## config.mk

```make
export PLATFORM = sky130hd
export DESIGN_NAME = disp_counter
export DESIGN_NICKNAME = d
export VERILOG_FILES = /design/src/rtl/dispcnt_pkg.sv /design/src/rtl/dispcnt_sync.sv /design/src/rtl/dispcnt_ctrl.sv /design/src/rtl/dispcnt_datapath.sv /design/src/rtl/disp_counter.sv
export SDC_FILE = /design/constraint.sdc
export NUM_CORES = 1
export LEC_CHECK = 0
export ABC_AREA = 1
export BUFFER_PORTS_ARGS = -buffer_cell sky130_fd_sc_hd__buf_2
export CORE_UTILIZATION = 46
export CTS_CLUSTER_DIAMETER = 60
export DETAILED_ROUTE_END_ITERATION = 10
export GPL_TIMING_DRIVEN = 0
export PLACE_DENSITY = 0.76
export REMOVE_ABC_BUFFERS = 1
export SYNTH_ARGS = -nofsm -noshare
export SYNTH_HDL_FRONTEND = slang
export SYNTH_SLANG_ARGS = --single-unit
```

## constraint.sdc

```tcl
create_clock -name clk -period 5.4 [get_ports clk]
set_input_delay 0.54 -clock clk [delete_from_list [all_inputs] [get_ports clk]]
set_output_delay 0.54 -clock clk [all_outputs]
set_load 0.02 [all_outputs]
```

## src/rtl/dispcnt_pkg.sv

```systemverilog
package dispcnt_pkg;

  // Strobes passed from the control module to the datapath.
  typedef struct packed {
    logic countUp;
    logic countDown;
    logic loadInit;
    logic takeSample;
    logic quadIllegal;
  } strobe_t;

  // Map a quadrature phase pair {a,b} onto its position in the 4-step cycle.
  function automatic logic [1:0] phaseIndex(input logic a, input logic b);
    return {a, a ^ b};
  endfunction

endpackage

```

## src/rtl/dispcnt_sync.sv

```systemverilog
module dispcnt_sync #(
  parameter int          W       = 4,
  parameter logic [W-1:0] RST_VAL = '0
) (
  input  logic         clk,
  input  logic         rst_n,
  input  logic [W-1:0] din,
  output logic [W-1:0] now,
  output logic [W-1:0] prev
);

  genvar i;
  generate
    for (i = 0; i < W; i++) begin : g_line
      logic stage1, stage2, stage3;
      always_ff @(posedge clk or negedge rst_n) begin
        if (!rst_n) begin
          stage1 <= RST_VAL[i];
          stage2 <= RST_VAL[i];
          stage3 <= RST_VAL[i];
        end else begin
          stage1 <= din[i];
          stage2 <= stage1;
          stage3 <= stage2;
        end
      end
      assign now[i]  = stage2;
      assign prev[i] = stage3;
    end
  endgenerate

endmodule

```

## src/rtl/dispcnt_ctrl.sv

```systemverilog
module dispcnt_ctrl
  import dispcnt_pkg::*;
(
  input  logic    clk,
  input  logic    rst_n,
  input  logic    modeQuad,
  input  logic    chA,
  input  logic    chB,
  input  logic    extResetN,
  input  logic    extSampleN,
  input  logic    hostReset,
  input  logic    hostSample,
  output strobe_t str
);

  localparam int NLINES = 4;
  // Line order: 0 chA, 1 chB, 2 extResetN, 3 extSampleN. Strobe lines idle high.
  localparam logic [NLINES-1:0] IDLE = 4'b1100;

  logic [NLINES-1:0] lineNow, linePrev;

  dispcnt_sync #(.W(NLINES), .RST_VAL(IDLE)) u_sync (
    .clk  (clk),
    .rst_n(rst_n),
    .din  ({extSampleN, extResetN, chB, chA}),
    .now  (lineNow),
    .prev (linePrev)
  );

  logic upRise, downRise, resetFall, sampleFall;
  logic [1:0] idxNow, idxPrev, idxStep;

  assign upRise     = lineNow[0] & ~linePrev[0];
  assign downRise   = lineNow[1] & ~linePrev[1];
  assign resetFall  = linePrev[2] & ~lineNow[2];
  assign sampleFall = linePrev[3] & ~lineNow[3];

  assign idxNow  = phaseIndex(lineNow[0], lineNow[1]);
  assign idxPrev = phaseIndex(linePrev[0], linePrev[1]);
  assign idxStep = idxNow - idxPrev;

  always_comb begin
    str = '0;
    if (modeQuad) begin
      unique case (idxStep)
        2'd1:    str.countUp     = 1'b1;
        2'd3:    str.countDown   = 1'b1;
        2'd2:    str.quadIllegal = 1'b1;
        default: ;
      endcase
    end else begin
      str.countUp   = upRise & ~downRise;
      str.countDown = downRise & ~upRise;
    end
    str.loadInit   = hostReset | resetFall;
    str.takeSample = hostSample | sampleFall;
  end

  // never count both ways at once
  assert_oneDirection_R2: assert property (@(posedge clk) disable iff (!rst_n)
    $onehot0({str.countUp, str.countDown}));

  // an illegal transition produces no count
  assert_illegalNoCount_R4: assert property (@(posedge clk) disable iff (!rst_n)
    str.quadIllegal |-> !(str.countUp || str.countDown));

  // an external reset assertion yields a single-cycle request
  assert_resetOnce_R6: assert property (@(posedge clk) disable iff (!rst_n)
    resetFall |=> !resetFall);

  // an external sample assertion yields a single-cycle request
  assert_sampleOnce_R7: assert property (@(posedge clk) disable iff (!rst_n)
    sampleFall |=> !sampleFall);

endmodule

```

## src/rtl/dispcnt_datapath.sv

```systemverilog
module dispcnt_datapath
  import dispcnt_pkg::*;
#(
  parameter int             CNT_W        = 28,
  parameter logic [CNT_W-1:0] INIT_VAL   = 28'd160,
  parameter int             TICKS_PER_MS = 100000,
  parameter int             TMO_W        = 7
) (
  input  logic             clk,
  input  logic             rst_n,
  input  strobe_t          str,
  input  logic [TMO_W-1:0] timeoutMs,
  output logic [CNT_W-1:0] countOut,
  output logic [CNT_W-1:0] sampleOut,
  output logic             zeroSpeed,
  output logic             quadError
);

  localparam int PRE_W = (TICKS_PER_MS > 1) ? $clog2(TICKS_PER_MS) : 1;
  localparam logic [PRE_W-1:0] PRE_LAST = PRE_W'(TICKS_PER_MS - 1);

  logic countEvent;
  assign countEvent = str.countUp | str.countDown;

  // Position counter, sample register and sticky error flag
  always_ff @(posedge clk or negedge rst_n) begin
    if (!rst_n) begin
      countOut  <= INIT_VAL;
      sampleOut <= '0;
      quadError <= 1'b0;
    end else begin
      if (str.takeSample) sampleOut <= countOut;
      if (str.loadInit) begin
        countOut  <= INIT_VAL;
        quadError <= 1'b0;
      end else begin
        if (str.countUp)     countOut  <= countOut + 1'b1;
        if (str.countDown)   countOut  <= countOut - 1'b1;
        if (str.quadIllegal) quadError <= 1'b1;
      end
    end
  end

  // No-motion timer: prescaled millisecond count since the last count event
  logic [PRE_W-1:0] prescale;
  logic [TMO_W:0]   msCount, msNext, msLimit;

  assign msLimit = (timeoutMs == '0) ? (TMO_W+1)'(1) : {1'b0, timeoutMs};
  assign msNext  = msCount + 1'b1;

  always_ff @(posedge clk or negedge rst_n) begin
    if (!rst_n) begin
      prescale  <= '0;
      msCount   <= '0;
      zeroSpeed <= 1'b0;
    end else if (countEvent) begin
      prescale  <= '0;
      msCount   <= '0;
      zeroSpeed <= 1'b0;
    end else if (prescale == PRE_LAST) begin
      prescale <= '0;
      if (!zeroSpeed) begin
        msCount <= msNext;
        if (msNext >= msLimit) zeroSpeed <= 1'b1;
      end
    end else begin
      prescale <= prescale + 1'b1;
    end
  end

  // an increment adds one modulo 2^CNT_W
  assert_incWrap_R5: assert property (@(posedge clk) disable iff (!rst_n)
    (str.countUp && !str.loadInit) |=> countOut == CNT_W'($past(countOut) + 1'b1));

  // a decrement subtracts one modulo 2^CNT_W
  assert_decWrap_R5: assert property (@(posedge clk) disable iff (!rst_n)
    (str.countDown && !str.loadInit) |=> countOut == CNT_W'($past(countOut) - 1'b1));

  // a reset request loads the initial value
  assert_loadInit_R6: assert property (@(posedge clk) disable iff (!rst_n)
    str.loadInit |=> (countOut == INIT_VAL) && !quadError);

  // the sample register moves only on a sample request
  assert_sampleHold_R7: assert property (@(posedge clk) disable iff (!rst_n)
    !str.takeSample |=> $stable(sampleOut));

  // the error flag is sticky until a count reset
  assert_errSticky_R4: assert property (@(posedge clk) disable iff (!rst_n)
    (quadError && !str.loadInit) |=> quadError);

  // a count event clears the zero-speed flag
  assert_zsClear_R8: assert property (@(posedge clk) disable iff (!rst_n)
    countEvent |=> !zeroSpeed);

  // the flag rises only on a millisecond boundary
  assert_zsOnTick_R8: assert property (@(posedge clk) disable iff (!rst_n)
    $rose(zeroSpeed) |-> prescale == '0);

endmodule

```

## src/rtl/disp_counter.sv

```systemverilog
module disp_counter
  import dispcnt_pkg::*;
#(
  parameter int               CNT_W        = 28,
  parameter logic [CNT_W-1:0] INIT_VAL     = 28'd160,
  parameter int               TICKS_PER_MS = 100000,
  parameter int               TMO_W        = 7
) (
  input  logic             clk,
  input  logic             rst_n,
  input  logic             modeQuad,
  input  logic             chA,
  input  logic             chB,
  input  logic             extResetN,
  input  logic             extSampleN,
  input  logic             hostReset,
  input  logic             hostSample,
  input  logic [TMO_W-1:0] timeoutMs,
  output logic [CNT_W-1:0] countOut,
  output logic [CNT_W-1:0] sampleOut,
  output logic             zeroSpeed,
  output logic             quadError
);

  strobe_t str;

  dispcnt_ctrl u_ctrl (
    .clk       (clk),
    .rst_n     (rst_n),
    .modeQuad  (modeQuad),
    .chA       (chA),
    .chB       (chB),
    .extResetN (extResetN),
    .extSampleN(extSampleN),
    .hostReset (hostReset),
    .hostSample(hostSample),
    .str       (str)
  );

  dispcnt_datapath #(
    .CNT_W       (CNT_W),
    .INIT_VAL    (INIT_VAL),
    .TICKS_PER_MS(TICKS_PER_MS),
    .TMO_W       (TMO_W)
  ) u_dp (
    .clk      (clk),
    .rst_n    (rst_n),
    .str      (str),
    .timeoutMs(timeoutMs),
    .countOut (countOut),
    .sampleOut(sampleOut),
    .zeroSpeed(zeroSpeed),
    .quadError(quadError)
  );

  // reset state is observed on the first cycle out of reset
  assert_resetState_R1: assert property (@(posedge clk)
    $rose(rst_n) |-> (countOut == INIT_VAL) && (sampleOut == '0) && !quadError);

endmodule

```

# Word level (Yosys, flattened, before mapping)
# Cells that the tools add are included.
[word_totals]
ff_bits = 95
inputBits = 16
out_inout_bits = 58
wordCells = 71
[op_classes]
addsub = 5
order_cmp = 1
n_eq_ne = 5
muxes = 20
bitwise_logic = 17
n_reduce_logical = 5
[op_table]
columns = ["operator", "n"]
rows = [
  ["2-to-1 mux 28 bit", 3],
  ["2-to-1 mux 17 bit", 2],
  ["adder 28 x 1 -> 28 bit (second input constant)", 1],
  ["subtractor 28 x 1 -> 28 bit (second input constant)", 1],
  ["2-to-1 mux 8 bit", 3],
  ["adder 17 x 1 -> 17 bit (second input constant)", 1],
  ["equality test 17 bit (second input constant)", 1],
  ["2-to-1 mux 1 bit", 10],
  ["adder 8 x 1 -> 8 bit (second input constant)", 1],
  ["greater-or-equal comparator 8 bit", 1],
  ["logical NOT 7 bit", 1],
  ["2-to-1 mux 7 bit", 1],
  ["bitwise AND 1 bit", 6],
  ["NOT 1 bit", 6],
  ["equality test 2 bit (second input constant)", 2],
  ["nonzero test 2 bit", 2],
  ["bitwise OR 1 bit", 3],
  ["nonzero test 3 bit", 1],
  ["equality test 2 x 1 -> 1 bit (second input constant)", 1],
  ["2-to-1 mux 2 bit", 1],
  ["inequality test 2 bit (second input constant)", 1],
  ["AND reduction 2 bit", 1],
  ["subtractor 2 bit", 1],
  ["bitwise XOR 1 bit", 2],
]

# Longest topological paths before layout
# Gate-level depths: netlist of the first run.
[logic_depth]
ltp_word = 8
depth_mapped = 19
mapped_depth_nobuf = 19

# Modules after synthesis
# From an unflattened synthesis of the first run, not the netlist that was laid out.
[hier_totals]
cells_unflattened = 865
hier_area_um2 = 6258.5
[by_module_without_submodules]
columns = ["module", "n_inst", "cells_per_inst", "area_per_inst_um2", "seq_area_each_um2"]
rows = [
  ["dispcnt_datapath", 1, 817, 5736.8, 2079.5],
  ["dispcnt_sync", 1, 20, 367.9, 307.8],
  ["dispcnt_ctrl", 1, 28, 153.9, 0.0],
]

# Worst setup path before layout of the first run
# OpenSTA, ideal clock, no wires.
[synth_timing]
path_type = "register to register"
start = "register u_ctrl.u_sync.g_line[0].stage2"
end = "register u_dp.countOut[23]"
setup_time_ps = 119
t_arrival_ps = 2727
required_time_ps = 5281
slack_ps = 2553
stages_incl_launch_ff = 15
path_buffers = 0
period_less_slack_ps = 2847
cell_sequence = "dfrtp_1 xnor2_1 ha_1 nand2_1 nand3_2 inv_1 ha_1 nand2_1 nand3_1 nand2_1 nand2_1 nand2_1 nand3_1 nor2_1 o21ai_2"
[synth_via]
elab_chain_cells = 7
word_cells_on_any_way = 14
classes_between = "add/sub (1); eq/ne (2); mux (5); bitwise (5); reduce/logical (1)"
[synth_lines]
columns = ["element", "line_no", "rtl"]
rows = [
  ["start: declaration", "dispcnt_sync.sv:15", "logic stage1, stage2, stage3;"],
  ["start signal: assignment", "dispcnt_sync.sv:19", "stage2 <= RST_VAL[i];"],
  ["start signal: assignment", "dispcnt_sync.sv:23", "stage2 <= stage1;"],
  ["bitwise XOR 1 bit", "dispcnt_pkg.sv:14", "return {a, a ^ b};"],
  ["subtractor 2 bit", "dispcnt_ctrl.sv:40", "assign idxStep = idxNow - idxPrev;"],
  ["equality test 2 bit", "dispcnt_ctrl.sv:45", "unique case (idxStep)"],
  ["2-to-1 mux 1 bit", "dispcnt_ctrl.sv:45", ""],
  ["2-to-1 mux 2 bit (*)", "dispcnt_ctrl.sv:44", "if (modeQuad) begin"],
  ["2-to-1 mux 28 bit", "dispcnt_datapath.sv:38", "if (str.countDown) countOut <= countOut - 1'b1;"],
  ["2-to-1 mux 28 bit", "dispcnt_datapath.sv:33", "if (str.loadInit) begin"],
  ["end signal: assignment", "dispcnt_datapath.sv:37", "if (str.countUp) countOut <= countOut + 1'b1;"],
  ["end signal: assignment", "dispcnt_datapath.sv:38", ""],
  ["end: declaration", "dispcnt_datapath.sv:13", "output logic [CNT_W-1:0] countOut,"],
]
# Every way passes the cells marked *; elsewhere a longest branch is shown, timed or not.
# A chain may end at the register's enable or synchronous reset.

# Final worst setup path of the first run
[layout_timing]
start = "register u_ctrl.u_sync.g_line[0].stage2"
end = "register u_dp.countOut[12]"
# The elaborated chain is that of the path after synthesis.

==> flow_metrics.env, run 1 <==
export IMPL_status="completed"
export IMPL_setup_tns_ns=0
export IMPL_place_gp_congestion=0.941
export IMPL_timing_final_crit_share_pct=66.2
export IMPL_num_rows=42
export IMPL_cts_clk_slew_worst_paths_ns=0.07
export IMPL_drc=0
export IMPL_netlist_area_um2=6240
export IMPL_htree_num_levels=3
export IMPL_synth_top_cell_area_share_pct=34.9
export IMPL_path_max_fanout=29
export IMPL_worstMarginPinSlew_ns=1.01
export IMPL_postSynth_asyncResetShare_pct=100
export IMPL_drt_iter0_markers=309
export IMPL_io_pins=74
export IMPL_postCtsResizedCells=0
export IMPL_ir_drop_mv=0.162
export IMPL_endpoint_kind="flip-flop"
export IMPL_dr_pass1_iters=5
export IMPL_setup_violations=0
export IMPL_maxSlewViolCount=0
export IMPL_place_area_um2=6840
export IMPL_grt_max_degree=65
export IMPL_synth_compound_area_share_pct=7.34
export IMPL_netSwitchingFraction_pct=37.5
export IMPL_arrival_ns=3.81
export IMPL_grt_first_pass_wirelength_um=24400
export IMPL_cts_setup_buffers=0
export IMPL_vias=5505
export IMPL_synth_edf_count=0
export IMPL_place_ws_ns=1.88
export IMPL_worstSetupPathType="flip-flop to flip-flop"
export IMPL_cts_root_buffer="clkbuf_16"
export IMPL_hold_class="primary input to asynchronous set/reset pin"
export IMPL_final_hold_violation_count=0
export IMPL_numPortBuffers=73
export IMPL_p_int_uw=1370
export IMPL_synth_seq_cells=95
export IMPL_grt_usage_pct=21.8
export IMPL_synth_fa_ha_area_share_pct=8.34
export IMPL_startpoint_type="flip-flop"
export IMPL_start_util_pct=47.1
export IMPL_synthSimpleGateAreaFrac_pct=31.7
export IMPL_cp_required_ns=5.64
export IMPL_combPwrFrac_pct=32.2
export IMPL_drive_gt1_share_pct=14.6
export IMPL_path_cells="xnor2_1, ha_1, nand2_1, nand3_2, inv_1, ha_1, nand3_1, nand3_1, a21oi_1, o21ai_0, nor2_1, o21bai_2"
export IMPL_ys_warn_count=0
export IMPL_powerDensity_nw_per_um2=306
export IMPL_coreArea_um2=13200
export IMPL_rsz0062_at_grt="false"
export IMPL_antenna_found_initial=0
export IMPL_dieArea_um2=14000
export IMPL_final_util_pct=53.9
export IMPL_num_antenna_cells=0
export IMPL_die_x_um=118
export IMPL_avgSynthCellArea_um2=7.20
export IMPL_grt_pass1_vias=5189
export IMPL_clock_skew_ns=0.00906
export IMPL_cp_slowest_cell="inv_1"
export IMPL_nets=1003
export IMPL_gr_total_overflow=0
export IMPL_cts_tree="yes"
export IMPL_max_freq_ghz=0.280
export IMPL_dieHeight_um=118
export IMPL_synthFlopType="dfrtp_1"
export IMPL_yosysUniqueCellTypes=40
export IMPL_fill_cells=1305
export IMPL_cts_buffers=9
export IMPL_yosys_top_cells_count="283 x nand2_1, 137 x inv_1, 105 x nor2_1, 87 x dfrtp_1, 44 x nand3_1"
export IMPL_slew_headroom_pct=32.5
export IMPL_hpwl_um=10900
export IMPL_maxCapViolCount=0
export IMPL_synth_top_family_by_area="simple AND/OR/NAND/NOR gates"
export IMPL_drt_wl_total_um=14200
export IMPL_fin_ws_ns=1.83
export IMPL_clock_path_buffers=2
export IMPL_switchingPower_uw=820
export IMPL_synth_area_leader_cell="dfrtp_1"
export IMPL_yosysSeqAreaShare_pct=38.3
export IMPL_ant_nets=0
export IMPL_min_period_ns=3.57
export IMPL_postCtsHoldBufs=0
export IMPL_wire_per_inst_um=12.6
export IMPL_cts_num_sinks=95
export IMPL_avgViaCountPerCell=4.88
export IMPL_yosys_top_cells_area="dfrtp_1 35%, nand2_1 17%, inv_1 8.2%"
export IMPL_critical_path_max_stage_delay_ns=0.79
export IMPL_share_seq_of_total_power_pct=38.7
export IMPL_synth_most_common_cell="nand2_1"
export IMPL_design_area_um2=7140
export IMPL_syn_to_final_growth_pct=14.4
export IMPL_synth_xor_area_share_pct=2.53
export IMPL_clk_latency_ns=0.36
export IMPL_total_power_uw=2190
export IMPL_synth_mux_area_share_pct=2.53
export IMPL_postSynthCellCount=867
export IMPL_p_leak_uw=0.00390
export IMPL_clockPowerShare_pct=29.1
-- through the flow --
step,hold WS (ns),instances
after floorplan,0.244,860
after global placement,0.335,1109
after detailed placement,0.335,1111
after CTS,0.132,1127
after global routing,0.163,1127
final,0.125,1127
-- worst paths after layout --
kind,endpoint,cells past startpoint,slack (ns),startpoint
worst max-delay path,u_dp.countOut[12],12,1.83,u_ctrl.u_sync.g_line[0].stage2
worst min-delay path,u_dp.sampleOut[10],1,0.12,rst_n
worst max register to register,u_dp.countOut[12],12,1.83,u_ctrl.u_sync.g_line[0].stage2
worst min register to register,u_ctrl.u_sync.g_line[0].stage2,0,0.35,u_ctrl.u_sync.g_line[0].stage1
max in group asynchronous,u_ctrl.u_sync.g_line[3].stage2,2,4.59,rst_n
min in group clk,u_ctrl.u_sync.g_line[3].stage1,1,0.28,extSampleN
-- power groups by stage --
stage	sequential (µW)	clock (µW)	combinational [µW]
final	846	636	704
after global routing	858	674	792
after CTS	847	655	708
after detailed placement	860	0	704
after global placement	858	0	688
after floorplan	928	0	424
-- registers in the layout, summed over array words and instances, names as in the netlist --
register / flops
u_dp.msCount: 8
u_ctrl.u_sync.g_line.stage3: 4
u_ctrl.u_sync.g_line.stage2: 4
u_dp.quadError: 1
u_dp.countOut: 28
u_dp.sampleOut: 28
u_dp.prescale: 17
u_dp.zeroSpeed: 1
u_ctrl.u_sync.g_line.stage1: 4
-- metal layers --
layer / global-route usage (%) / share of wire (%)
met1: 29.1 / 48
met2: 35.1 / 46
met3: 3.14 / 4.0
met4: 9.73 / 2.4
met5: 0 / 0
-- layout by cell type (no fill, tap or decap), drive strengths merged, types with 8 or more instances in the layout --
| master | netlist | final |
|---|---|---|
| o21ai | 22 | 22 |
| nor2 | 106 | 106 |
| buf | 6 | 75 |
| clkbuf | 1 | 11 |
| nand3 | 46 | 46 |
| a21oi | 36 | 36 |
| o22ai | 9 | 9 |
| nor3 | 10 | 10 |
| nand2 | 289 | 289 |
| inv | 140 | 142 |
| xor2 | 10 | 10 |
| dfrtp | 87 | 87 |
| dfstp | 8 | 8 |
| nand4 | 15 | 15 |
| ha | 40 | 40 |
| xnor2 | 8 | 8 |
| mux2 | 14 | 14 |
-- kinds of logic (layout without fill, tap and decap cells) --
| kind of cell | after synthesis | after routing |
|---|---|---|
| adders and majority gates | 41 | 41 |
| DFF | 95 | 95 |
| xor gates and xnor gates | 18 | 18 |
| and+or+nand+nor | 476 | 476 |
| muxes | 14 | 14 |
| AOI/OAI and AO/OA | 76 | 76 |
| buffers and inverters | 147 | 231 |
-- cell type report --
type	instances	area [µm²]	share of cell area [%]
tap	176	220	3.09
sequential	95	2390	33.5
timing repair buffer	75	423	5.93
clock inverter	5	40.0	0.561
multi-input combinational	625	3280	46.0
clock buffer	11	253	3.54
inverter	140	531	7.43
-- worst max-delay path, delay by kind of cell (launching register included) --
family | cells | cell delay, ns
adder cells (fa/ha/maj) | 2 | 0.78
XOR/XNOR | 1 | 0.14
AND/OR/NAND/NOR | 5 | 0.78
buffers and inverters | 1 | 0.79
AO/OA/AOI/OAI | 3 | 0.54
flip-flops | 1 | 0.41
(Power assumes the default switching activity.)
==> run 2, diff against run 1 <==
==> constraint.sdc (replaced) <==
create_clock -name clk -period 3.5 [get_ports clk]
set_input_delay 0.35 -clock clk [delete_from_list [all_inputs] [get_ports clk]]
set_output_delay 0.35 -clock clk [all_outputs]
set_load 0.02 [all_outputs]
==> run 2 against run 1 <==
  * Sequential share of layout area fell by 0.30 points
  * Utilization rose by 0.48 points
  * Worst setup slack got worse by 1.5 ns
  * Combinational power rose by 58%
  * Register-to-register slack got worse by 1.5 ns
  * Critical path type unchanged
  * Critical endpoint is now u_dp.countOut[26]
  * Highest routed layer unchanged
==> flow_metrics.env, run 2 (same netlist as run 1, synthesis figures left out) <==
export IMPL_cp_depth=18
export IMPL_cts_tree="yes"
export IMPL_dieArea_um2=14000
export IMPL_numPortBuffers=73
export IMPL_path_max_fanout=15
export IMPL_grtUsageMet1_pct=29.8
export IMPL_layout_commonest_cell="nand2_1"
export IMPL_num_antenna_cells=0
export IMPL_avgViaCountPerCell=4.89
export IMPL_grt_max_degree=65
export IMPL_maxSlewViolCount=0
export IMPL_met2_usage_pct=35.2
export IMPL_p_leak_uw=0.00392
export IMPL_drt_wl_total_um=14500
export IMPL_grt_first_pass_wirelength_um=24600
export IMPL_final_hold_violation_count=0
export IMPL_fin_ws_ns=0.359
export IMPL_start_util_pct=47.1
export IMPL_grt_busiest_layer="met2"
export IMPL_cp_required_ns=3.75
export IMPL_endpoint_kind="flip-flop"
export IMPL_clk_latency_ns=0.36
export IMPL_path_cells="xnor2_1, ha_1, inv_1, nand2_1, nand3_1, nand3_2, clkinvlp_4, buf_12, ha_1, nand2_1, nor2_1, nand3_1, nand3_1, nand2_1, nand2_1, nand2_1, nand3_1, nand2_1"
export IMPL_cpLargestDelayFamily="simple AND/OR/NAND/NOR gates"
export IMPL_maxCapViolCount=0
export IMPL_top_regs="u_dp.countOut (28), u_dp.sampleOut (28), u_dp.prescale (17)"
export IMPL_place_ws_ns=-0.0246
export IMPL_rsz0062_at_grt="false"
export IMPL_gr_total_overflow=0
export IMPL_final_cell_mix="283 x nand2_1, 136 x inv_1, 105 x nor2_1"
export IMPL_cts_root_buffer="clkbuf_16"
export IMPL_cts_clk_slew_worst_paths_ns=0.07
export IMPL_fin_hold_ws_ns=0.0876
export IMPL_min_period_ns=3.14
export IMPL_status="completed"
export IMPL_htree_num_levels=3
export IMPL_hold_class="primary input to flip-flop"
export IMPL_antenna_found_initial=0
export IMPL_drt_iter0_markers=279
export IMPL_vias=5543
export IMPL_met3_usage_pct=3.09
export IMPL_ir_drop_mv=0.254
export IMPL_cp_slowest_cell="dfrtp_1"
export IMPL_setup_violations=0
export IMPL_io_pins=74
export IMPL_ant_nets=0
export IMPL_worst_hold_path_num_cells=1
export IMPL_crit_buf_inv=3
export IMPL_place_gp_congestion=0.941
export IMPL_startpoint_type="flip-flop"
export IMPL_num_rows=42
export IMPL_arrival_ns=3.39
export IMPL_critical_path_max_stage_delay_ns=0.41
export IMPL_grt_usage_pct=22.1
export IMPL_hpwl_um=10900
export IMPL_r2r_cells=18
export IMPL_worstSetupPathType="flip-flop to flip-flop"
export IMPL_multiInputGateArea_um2=3280
export IMPL_clock_skew_ns=0.00839
export IMPL_fill_cells=1302
export IMPL_drive_gt1_share_pct=15.2
export IMPL_coreArea_um2=13200
export IMPL_dieHeight_um=118
export IMPL_cts_num_sinks=95
export IMPL_place_area_um2=6840
export IMPL_die_x_um=118
export IMPL_powerDensity_nw_per_um2=472
export IMPL_grt_pass1_vias=5212
export IMPL_clock_path_buffers=2
export IMPL_nets=1009
export IMPL_crit_path_frequent_cell="nand2_1"
export IMPL_design_area_um2=7200
export IMPL_seq_area_um2=2390
export IMPL_syn_to_final_growth_pct=15.4
export IMPL_drc=0
export IMPL_slew_headroom_pct=58.1
export IMPL_wire_per_inst_um=12.8
export IMPL_max_freq_ghz=0.318
export IMPL_cts_buffers=9
export IMPL_dr_pass1_iters=5
export IMPL_worstMarginPinSlew_ns=0.626
export IMPL_timing_final_crit_share_pct=89.7
-- run 2: timing repair --
| item | in CTS | in global routing |
|---|---|---|
| hold endpoints to repair | 29 | 0 |
| resized for setup | 2 | 0 |
| buffers inserted | 0 | 4 |
| hold buffers | 1 | 0 |
| setup endpoints to repair | 10 | 14 |
| cloned | 1 | 0 |
-- run 2: where the power goes --
part           total (µW)  switching [µW]  internal [µW]
clock network         979             452            528
logic                1110             737            376
registers            1310            87.4           1220
-- run 2: final timing paths --
| path | slack [ns] | end | start |
|---|---|---|---|
| max in group asynchronous | 2.32 | u_ctrl.u_sync.g_line[3].stage3 | rst_n |
| max reg2reg | 0.36 | u_dp.countOut[26] | u_ctrl.u_sync.g_line[1].stage2 |
| min | 0.09 | u_ctrl.u_sync.g_line[3].stage1 | extSampleN |
| min in group asynchronous | 0.49 | u_dp.sampleOut[10] | rst_n |
| max | 0.36 | u_dp.countOut[26] | u_ctrl.u_sync.g_line[1].stage2 |
| min reg2reg | 0.35 | u_ctrl.u_sync.g_line[0].stage2 | u_ctrl.u_sync.g_line[0].stage1 |
-- run 2: through the flow --
stage	total power (µW)	std cells	utilization (%)	TNS (ns)
3_5_place_dp	2410	1111	51.7	-0.0364
6_report	3400	1133	54.4	0
2_1_floorplan	2090	860	-	0
5_1_grt	3610	1133	54.4	0
4_1_cts	3420	1129	54.1	0
3_3_place_gp	2380	1109	51.2	-0.0623
-- run 2: cell type report --
class | count | share of cell area [%]
inverter | 140 | 7.42
timing repair buffer | 80 | 6.60
tap | 176 | 3.06
multi-input combinational | 625 | 45.6
timing repair inverter | 1 | 0.104
sequential | 95 | 33.2
clock buffer | 11 | 3.51
clock inverter | 5 | 0.556
-- run 2: metal layers --
layer | wire length (µm) | up-vias
met1 | 7120 | 2512
li1 | - | 2899
met4 | 338 | 0
met5 | 0 | -
met3 | 483 | 23
met2 | 6580 | 109
-- run 2: worst reg2reg max path, stage by stage (launching register included) --
cell and delay, ns:
dfrtp_1 0.41, xnor2_1 0.18, ha_1 0.18, inv_1 0.04, nand2_1 0.07, nand3_1 0.10, nand3_2 0.26, clkinvlp_4 0.17
buf_12 0.17, ha_1 0.36, nand2_1 0.11, nor2_1 0.29, nand3_1 0.12, nand3_1 0.23, nand2_1 0.12, nand2_1 0.08
nand2_1 0.04, nand3_1 0.06, nand2_1 0.05
==> run 3, diff against run 2 <==
--- a/config.mk
+++ b/config.mk
@@ -12,7 +12,7 @@
 export DETAILED_ROUTE_END_ITERATION = 10
 export GPL_TIMING_DRIVEN = 0
 export PLACE_DENSITY = 0.76
-export REMOVE_ABC_BUFFERS = 1
+export SLEW_MARGIN = 5
 export SYNTH_ARGS = -nofsm -noshare
 export SYNTH_HDL_FRONTEND = slang
 export SYNTH_SLANG_ARGS = --single-unit
==> run 3 against run 2 <==
  * Via count increased by 1.2%
  * Combinational power about the same
  * Routed wire length increased by 4.2%
  * Design area about the same
  * Sequential share of layout area about the same
  * Maximum frequency decreased by 2.9%
  * Non-clock buffer count increased by 3
  * Die area unchanged
==> flow_metrics.env, run 3 (same netlist as run 1, synthesis figures left out) <==
export IMPL_critPathLaunch="u_ctrl.u_sync.g_line[1].stage3"
export IMPL_top_regs="u_dp.countOut (28), u_dp.sampleOut (28), u_dp.prescale (17)"
export IMPL_clk_latency_ns=0.35
export IMPL_dieHeight_um=118
export IMPL_max_freq_ghz=0.309
export IMPL_design_area_um2=7200
export IMPL_critical_path_max_stage_delay_ns=0.50
export IMPL_slew_headroom_pct=63.0
export IMPL_cp_slowest_cell="ha_1"
export IMPL_seq_area_um2=2390
export IMPL_numPortBuffers=73
export IMPL_cts_root_buffer="clkbuf_16"
export IMPL_timing_final_crit_share_pct=92.4
export IMPL_startpoint_type="flip-flop"
export IMPL_powerDensity_nw_per_um2=476
export IMPL_place_gp_congestion=0.935
export IMPL_drt_iter0_markers=354
export IMPL_final_hold_violation_count=0
export IMPL_nets=1012
export IMPL_ir_drop_mv=0.311
export IMPL_grt_pass1_vias=5357
export IMPL_htree_num_levels=3
export IMPL_clock_skew_ns=0.00719
export IMPL_arrival_ns=3.48
export IMPL_cts_clk_slew_worst_paths_ns=0.06
export IMPL_cp_required_ns=3.74
export IMPL_num_antenna_cells=0
export IMPL_worstSetupPathType="flip-flop to flip-flop"
export IMPL_status="completed"
export IMPL_dr_pass1_iters=5
export IMPL_p_leak_uw=0.00391
export IMPL_min_period_ns=3.24
export IMPL_syn_num_nets=924
export IMPL_clock_path_buffers=2
export IMPL_io_pins=74
export IMPL_syn_to_final_growth_pct=15.3
export IMPL_dieArea_um2=14000
export IMPL_fin_hold_ws_ns=0.0956
export IMPL_ant_nets=0
export IMPL_vias=5612
export IMPL_grt_usage_pct=23.0
export IMPL_antenna_found_initial=0
export IMPL_hold_class="primary input to flip-flop"
export IMPL_drt_wl_total_um=15100
export IMPL_coreArea_um2=13200
export IMPL_crit_path_frequent_cell="nand2_1"
export IMPL_avgViaCountPerCell=4.94
export IMPL_start_util_pct=47.1
export IMPL_maxCapViolCount=0
export IMPL_grt_max_degree=63
export IMPL_place_area_um2=6850
export IMPL_num_rows=42
export IMPL_endpoint_kind="flip-flop"
export IMPL_grt_first_pass_wirelength_um=25500
export IMPL_reg2reg_from="u_ctrl.u_sync.g_line[1].stage3"
export IMPL_path_max_fanout=14
export IMPL_die_x_um=118
export IMPL_drc=0
export IMPL_grt_busiest_layer="met2"
export IMPL_multiInputGateArea_um2=3270
export IMPL_grtUsageMet1_pct=29.8
export IMPL_maxSlewViolCount=0
export IMPL_rsz0062_at_grt="false"
export IMPL_layout_commonest_cell="nand2_1"
export IMPL_final_cell_mix="283 x nand2_1, 136 x inv_1, 105 x nor2_1"
export IMPL_gr_total_overflow=0
export IMPL_met2_usage_pct=37.9
export IMPL_worstMarginPinSlew_ns=0.555
export IMPL_wire_per_inst_um=13.3
export IMPL_path_cells="xor2_1, ha_1, nand2_1, nand3_2, clkinvlp_4, ha_1, nand2_1, nor3_1, and2_1, nand2_1, nand2_1, nand2_1, nand3_1, nand2_1"
export IMPL_cts_num_sinks=95
export IMPL_min_from="extSampleN"
export IMPL_hpwl_um=11600
export IMPL_cts_buffers=9
export IMPL_setup_violations=0
export IMPL_drive_gt1_share_pct=15.0
export IMPL_fill_cells=1309
export IMPL_cts_tree="yes"
export IMPL_met3_usage_pct=3.96
==> run 3: cell types whose count changed in the layout (fill, tap and decap cells not counted), sizes merged <==
cell,previous run,this run
buf,79,81
clkbuf,11,13
clkinvlp,2,4
inv,141,140
bufinv,0,1
clkinv,3,0
==> run 3: layer usage <==
metal | wire length (µm) | up-vias
met5 | 0 | -
met4 | 410 | 0
met3 | 519 | 34
met2 | 7100 | 121
met1 | 7100 | 2552
li1 | - | 2905
==> run 3: worst max-delay path, delay by kind of cell (launching register included) <==
| family | cells | cell delay, ns |
|---|---|---|
| XOR/XNOR | 1 | 0.17 |
| buffers and inverters | 1 | 0.41 |
| flip-flops | 1 | 0.40 |
| AND/OR/NAND/NOR | 10 | 1.33 |
| adder cells (fa/ha/maj) | 2 | 0.83 |
==> run 3: power breakdown <==
part           switching [µW]  leakage (µW)  internal (µW)
logic                     746       0.00253            374
registers                88.7       0.00124           1220
clock network             423      0.000139            576
==> run 3: path summary, 6_finish.rpt <==
kind | endpoint | slack (ns) | depth (start not counted)
worst max-delay path | u_dp.countOut[27] | 0.26 | 14
worst min-delay path | u_ctrl.u_sync.g_line[3].stage1 | 0.1 | 1
worst max register to register | u_dp.countOut[27] | 0.26 | 14
worst min register to register | u_ctrl.u_sync.g_line[0].stage2 | 0.35 | 0
max in group asynchronous | u_ctrl.u_sync.g_line[3].stage3 | 2.29 | 3
min in group asynchronous | u_dp.sampleOut[5] | 0.50 | 2
==> run 3: per-stage QoR <==
| stage | worst slack [ns] | utilization, % | TNS [ns] | std cells | power, µW |
|---|---|---|---|---|---|
| floorplan | 0.653 | - | 0 | 867 | 2090 |
| global placement | 0.000919 | 51.5 | 0 | 1116 | 2400 |
| detailed placement | -0.0871 | 51.8 | -0.138 | 1117 | 2430 |
| CTS | 0.157 | 54.2 | 0 | 1135 | 3450 |
| global route | 0.00169 | 54.3 | 0 | 1136 | 3630 |
| finish | 0.265 | 54.3 | 0 | 1136 | 3430 |
==> run 3: final cells by class <==
cell class                 count  share of cell area, %
clock buffer                  12                   3.43
multi-input combinational    625                   45.5
buffer                         7                  0.678
timing repair inverter         1                  0.104
timing repair buffer          76                   5.91
sequential                    95                   33.2
clock inverter                 4                  0.748
inverter                     140                   7.42
tap                          176                   3.06
==> run 3: what timing repair did <==
action / 4_1_cts / 5_1_grt
buffers inserted: 0 / 1
gates cloned: 1 / 0
resized for setup: 2 / 0
hold buffers: 1 / 0
setup endpoints to repair: 7 / 10
endpoints found under the hold margin: 30 / 0
